<file path="src/rtl/irqc_pkg.sv">
package irqc_pkg;
  localparam int BYTE_W = 8;
  localparam int NSRC   = 2 * BYTE_W;
  localparam int VW     = $clog2(NSRC);
  localparam int NPER   = NSRC - 3;
  localparam int X1_IDX = NSRC - 2;
  localparam int X2_IDX = NSRC - 3;

  typedef enum logic [1:0] {
    EDGE_FALL = 2'b00,
    EDGE_RISE = 2'b01,
    EDGE_BOTH = 2'b10,
    EDGE_OFF  = 2'b11
  } edge_mode_t;

  // Highest set bit wins; returns 0 for an empty vector.
  function automatic logic [VW-1:0] top_index(input logic [NSRC-1:0] v);
    logic [VW-1:0] r;
    r = '0;
    for (int i = 0; i < NSRC; i++)
      if (v[i]) r = VW'(i);
    return r;
  endfunction

  // Precedence: accept > clear > set.
  function automatic logic gie_next(input logic cur, input logic take,
                                    input logic clr, input logic set);
    if (take)      return 1'b0;
    else if (clr)  return 1'b0;
    else if (set)  return 1'b1;
    else           return cur;
  endfunction
endpackage

</file>
<file path="src/rtl/irqc_edge.sv">
module irqc_edge
  import irqc_pkg::*;
(
  input  logic       clk,
  input  logic       rst_n,
  input  logic       pin,
  input  edge_mode_t mode,
  output logic       evt
);
  logic s1, s2, prev;
  logic rise, fall;

  always_ff @(posedge clk) begin
    if (!rst_n) begin
      s1   <= 1'b0;
      s2   <= 1'b0;
      prev <= 1'b0;
    end else begin
      s1   <= pin;
      s2   <= s1;
      prev <= s2;
    end
  end

  assign rise = s2 & ~prev;
  assign fall = ~s2 & prev;

  always_comb begin
    unique case (mode)
      EDGE_FALL: evt = fall;
      EDGE_RISE: evt = rise;
      EDGE_BOTH: evt = rise | fall;
      default:   evt = 1'b0;
    endcase
  end

  AST_EDGE_OFF_SILENT: assert property (@(posedge clk) disable iff (!rst_n)
    (mode == EDGE_OFF) |-> !evt);
endmodule

</file>
<file path="src/rtl/irqc_pick.sv">
module irqc_pick
  import irqc_pkg::*;
(
  input  logic [NSRC-1:0] live,
  output logic            any,
  output logic [VW-1:0]   vec,
  output logic [NSRC-1:0] grant
);
  assign any   = |live;
  assign vec   = top_index(live);
  assign grant = any ? (NSRC'(1) << vec) : '0;
endmodule

</file>
<file path="src/rtl/irq_prio_ctrl.sv">
module irq_prio_ctrl
  import irqc_pkg::*;
(
  input  logic            clk,
  input  logic            rst_n,
  input  logic [NPER-1:0] per_evt,
  input  logic            xpin1,
  input  logic            xpin2,
  input  logic            brk_req,
  input  logic            tcall0_exec,
  input  logic            reti_exec,
  input  logic            gie_set,
  input  logic            gie_clr,
  input  logic            wr_en,
  input  logic [1:0]      wr_sel,
  input  logic [7:0]      wr_data,
  input  logic            irq_ack,
  output logic            irq_req,
  output logic [VW-1:0]   irq_vec,
  output logic            gie,
  output logic            brk_flag
);
  logic [BYTE_W-1:0] en_lo, en_hi;
  logic [3:0]        pin_cfg;
  logic [NSRC-1:0]   pend, en_all, live, grant, evt_vec, ack_mask;
  logic [1:0]        pin_in, pin_evt;
  logic              take;

  assign pin_in = {xpin2, xpin1};

  for (genvar p = 0; p < 2; p++) begin : g_pin
    irqc_edge u_edge (
      .clk  (clk),
      .rst_n(rst_n),
      .pin  (pin_in[p]),
      .mode (edge_mode_t'(pin_cfg[2*p +: 2])),
      .evt  (pin_evt[p])
    );
  end

  for (genvar s = 0; s < NSRC; s++) begin : g_src
    if (s == 0)               begin : g_brk assign evt_vec[s] = brk_req;          end
    else if (s == X1_IDX)     begin : g_x1  assign evt_vec[s] = pin_evt[0];       end
    else if (s == X2_IDX)     begin : g_x2  assign evt_vec[s] = pin_evt[1];       end
    else if (s == NSRC - 1)   begin : g_top assign evt_vec[s] = per_evt[NPER-1];  end
    else                      begin : g_per assign evt_vec[s] = per_evt[s-1];     end
  end

  assign en_all = {en_hi, en_lo};
  assign live   = pend & en_all & {NSRC{gie}};

  irqc_pick u_pick (
    .live (live),
    .any  (irq_req),
    .vec  (irq_vec),
    .grant(grant)
  );

  assign take     = irq_ack & irq_req;
  assign ack_mask = take ? grant : '0;

  always_ff @(posedge clk) begin
    if (!rst_n) begin
      en_lo    <= '0;
      en_hi    <= '0;
      pin_cfg  <= {EDGE_OFF, EDGE_OFF};
      pend     <= '0;
      gie      <= 1'b0;
      brk_flag <= 1'b0;
    end else begin
      if (wr_en) begin
        case (wr_sel)
          2'd0:    en_lo   <= wr_data;
          2'd1:    en_hi   <= wr_data;
          2'd2:    pin_cfg <= wr_data[3:0];
          default: ;
        endcase
      end
      pend <= (pend & ~ack_mask) | evt_vec;
      gie  <= gie_next(gie, take, gie_clr, gie_set | reti_exec);
      if (take && irq_vec == '0) brk_flag <= 1'b1;
      else if (tcall0_exec)      brk_flag <= 1'b0;
    end
  end

  AST_REQ_NEEDS_GIE: assert property (@(posedge clk) disable iff (!rst_n)
    irq_req |-> gie);
  AST_REQ_IS_ENABLED: assert property (@(posedge clk) disable iff (!rst_n)
    irq_req |-> (pend[irq_vec] && en_all[irq_vec]));
  AST_GRANT_ONEHOT: assert property (@(posedge clk) disable iff (!rst_n)
    $onehot0(grant));
  AST_NO_HIGHER_LIVE: assert property (@(posedge clk) disable iff (!rst_n)
    irq_req |-> ((live >> irq_vec) >> 1) == '0);
  AST_TAKE_DROPS_GIE: assert property (@(posedge clk) disable iff (!rst_n)
    take |=> !gie);
  AST_TAKE_CLEARS_FLAG: assert property (@(posedge clk) disable iff (!rst_n)
    (take && !evt_vec[irq_vec]) |=> !pend[$past(irq_vec)]);
  AST_BRK_MARKED: assert property (@(posedge clk) disable iff (!rst_n)
    (take && irq_vec == '0) |=> brk_flag);
  AST_RETI_RESTORES: assert property (@(posedge clk) disable iff (!rst_n)
    (reti_exec && !take && !gie_clr) |=> gie);
endmodule

</file>
<file path="config.mk">
export PLATFORM = sky130hd
export DESIGN_NAME = irq_prio_ctrl
export DESIGN_NICKNAME = d
export VERILOG_FILES = /design/src/rtl/irqc_pkg.sv /design/src/rtl/irqc_edge.sv /design/src/rtl/irqc_pick.sv /design/src/rtl/irq_prio_ctrl.sv
export SDC_FILE = /design/constraint.sdc
export NUM_CORES = 1
export LEC_CHECK = 0
export BUFFER_PORTS_ARGS = -buffer_cell sky130_fd_sc_hd__clkbuf_2
export CAP_MARGIN = 40
export CORE_ASPECT_RATIO = 0.6
export CORE_MARGIN = 5
export CORE_UTILIZATION = 45
export DETAILED_ROUTE_END_ITERATION = 8
export GPL_ROUTABILITY_DRIVEN = 0
export PLACE_DENSITY = 0.67
export SLEW_MARGIN = 30
export SYNTH_ARGS = -nofsm -noshare
export SYNTH_HDL_FRONTEND = slang
export SYNTH_SLANG_ARGS = --single-unit
</file>
<file path="constraint.sdc">
create_clock -name clk -period 2.5 [get_ports clk]
set_clock_uncertainty 0.2 [all_clocks]
set_input_delay 0.25 -clock clk [delete_from_list [all_inputs] [get_ports clk]]
set_output_delay 0.25 -clock clk [all_outputs]
set_load 0.02 [all_outputs]
</file>
==> results.toml <==
[synthesis]
yosys_warnings = 0
ys_types = 43
post_synth.cell_area_avg_um2 = 9.08
synthArstFlopShare_pct = 0
syn_inst = 231
synthesis.area_mm2 = 0.00210
synth-seq-cells = 44
syn_nets = 269
synth_edf_count = 0
synth_seq_area_share_pct = 42.0
ys.flop_type = "dfxtp_1"

[routing]
dr.pass1.iters = 5
viasPerCell = 5.47
totalWireLength_um = 5310
drc = 0
drt_iter0_markers = 134
ant_nets = 0
routedWlPerCell_um = 15.4
vias = 1882

[grt]
grt_pass1_vias = 1679
grt_antenna_before_repair = 0
grt_pass1_wl_um = 8630
grt_max_degree = 46
grt-ovfl-total = 0
grt_usage_pct = 17.9

[clock_network]
cts_root_buf = "clkbuf_8"
cts.htree.levels = 2
clockBufferDepth = 2
clkSinkCount = 44
clk_latency_ns = 0.30
numCtsBuffers = 5
cts_tree = "built"
postCtsSetupRepairBufs = 0
clk_pin_slew_worst_paths_ns = 0.08

[power]
ir_worst_vdd_uv = 311
powerDensity_mw_per_mm2 = 557
p_leak_nw = 1.09

[worst_hold_path]
worst_hold_path_type = "in2reg"
min_from = "per_evt[12]"
min_delay_worst_endpoint = "pend[15]"
hold_depth = 3

[setup_path]
reg2reg_slack_ns = 0.37
worst-r2r-cell-count = 7
r2r-start = "pend[9]"
required_ns = 2.05
worstSetupPathType = "reg2out"
slowest_stage = "dfxtp_1"
crit_buf_inv = 2
critPathMaxStageDelay_ns = 0.36
cp-start-kind = "flip-flop"
cp-end-kind = "output port"
reg2reg_to = "pend[3]"
crit_family = "compound AO/OA/AOI/OAI gates"
path_cells = "a22oi_2 > nand4_1 > a31oi_1 > buf_4 > a21o_1 > clkbuf_2"
worstPathArrival_ns = 1.83
critical_path_peak_fanout = 7

[cells_and_area]
instances_no_fill = 344
antenna_cells = 0
final.fill_count = 440
drive_gt1_share_pct = 19.6
final_nets = 318
most-common-layout-cells = "44 x dfxtp_1, 40 x clkbuf_2, 21 x mux2i_1"
layout_commonest_cell = "dfxtp_1"
synthToLayoutAreaGrowth_pct = 20.6

[timing]
finalHoldViolCount = 0
rsz0062_at_grt = "false"
drv_slew = 0
setup_viol = 0
fmax_mhz = 439
max-slew-margin-rel_pct = 50.5
period_needed_ns = 2.28
worst_pin_slew_ns = 0.743
layout_worst_path_cycle_share_pct = 91.1
tns_ns = 0

[place]
io_buffers = 40
placed_cells = 329
dp_hpwl_um = 4030

[job]
cap_viol_max_count = 0

[floorplan]
ioPinCount = 41
start_util_pct = 46.2
die-area_mm2 = 0.00617
core_area_mm2 = 0.00454
die_x_um = 98.1
rows = 19
die_y_um = 62.9

[run_status]
status = "completed"
-- power by group --
group | internal, mW | switching (mW) | total, mW
combinational | 0.0841 | 0.0877 | 0.172
sequential | 0.736 | 0.0327 | 0.769
clock | 0.226 | 0.243 | 0.469
total | 1.05 | 0.364 | 1.41
-- per-stage QoR --
| step | cell area (um2) | power (mW) | setup slack (ns) | hold WS (ns) | util [%] |
|---|---|---|---|---|---|
| after global placement | 2370 | 0.944 | 0.451 | 0.215 | 52.2 |
| final | 2530 | 1.41 | 0.222 | 0.00530 | 55.7 |
| after floorplan | 2100 | 0.879 | 0.530 | 0.141 | - |
| after detailed placement | 2370 | 0.946 | 0.462 | 0.219 | 52.2 |
| after CTS | 2530 | 1.42 | 0.246 | 0.00215 | 55.7 |
| after global routing | 2530 | 1.48 | 0.113 | 0.0298 | 55.7 |
-- layout make-up --
class / instances / area (um2) / area share, %
multi-input combinational: 164 / 1130 / 44.5
inverter: 14 / 52.6 / 2.08
timing repair buffer: 51 / 300 / 11.9
sequential: 44 / 881 / 34.8
clock buffer: 8 / 90.1 / 3.56
tap: 63 / 78.8 / 3.12
-- synth_stat cells (all sizes together) (3+ instances only) --
master,instances,area (um2)
dfxtp,44,881
mux2i,21,210
nand2,20,75.1
nor2b,17,106
o21ai,17,85.1
a21oi,14,70.1
inv,14,52.6
a22oi,7,57.6
and2,7,43.8
clkbuf,7,26.3
a21boi,6,45.1
nor2,6,22.5
a31oi,4,25.0
ha,4,50.1
nand3,4,25.0
nand3b,4,30.0
nor3,4,20.0
a21o,3,22.5
nor3b,3,22.5
-- worst min-delay path, delay by kind of cell --
family,cells,cell delay [ns]
AO/OA/AOI/OAI,2,0.15
buffers and inverters,1,0.08
-- registers in the layout, indices dropped and copies added (netlist names) --
name,count
brk_flag,1
en_hi,8
en_lo,8
g_pin.u_edge.prev,2
g_pin.u_edge.s1,2
g_pin.u_edge.s2,2
gie,1
pend,16
pin_cfg,4
-- routing by layer --
| layer | track usage [%] | up-vias | share of wire [%] |
|---|---|---|---|
| li1 | - | 928 | - |
| met1 | 26.7 | 877 | 51 |
| met2 | 24.2 | 69 | 40 |
| met3 | 5.13 | 8 | 7.6 |
| met4 | 6.30 | 0 | 1.3 |
| met5 | 0 | - | 0 |
-- logic make-up after synthesis --
logic type                 share of synthesized area [%]
DFF                                                 42.0
muxes                                               10.6
AOI/OAI and AO/OA                                   23.1
adders and majority gates                           2.39
and+or+nand+nor                                     17.7
buffers and inverters                               4.30
-- worst max path at each step --
stage | startpoint | endpoint | slack (ns) | cells after the start
CTS | gie | irq_vec[0] | 0.25 | 6
detailed placement | gie | pend[12] | 0.46 | 5
global route | pend[2] | irq_vec[0] | 0.11 | 7
finish | pend[9] | irq_vec[1] | 0.22 | 6
floorplan | gie | brk_flag | 0.53 | 6
global placement | pend[9] | pend[3] | 0.45 | 7
-- repair_timing --
action | in CTS | in global routing
endpoints found under the hold margin | 7 | 0
gates resized for setup | 0 | 0
hold buffers | 7 | 0
Note: power is estimated with default switching activity, not from simulation.
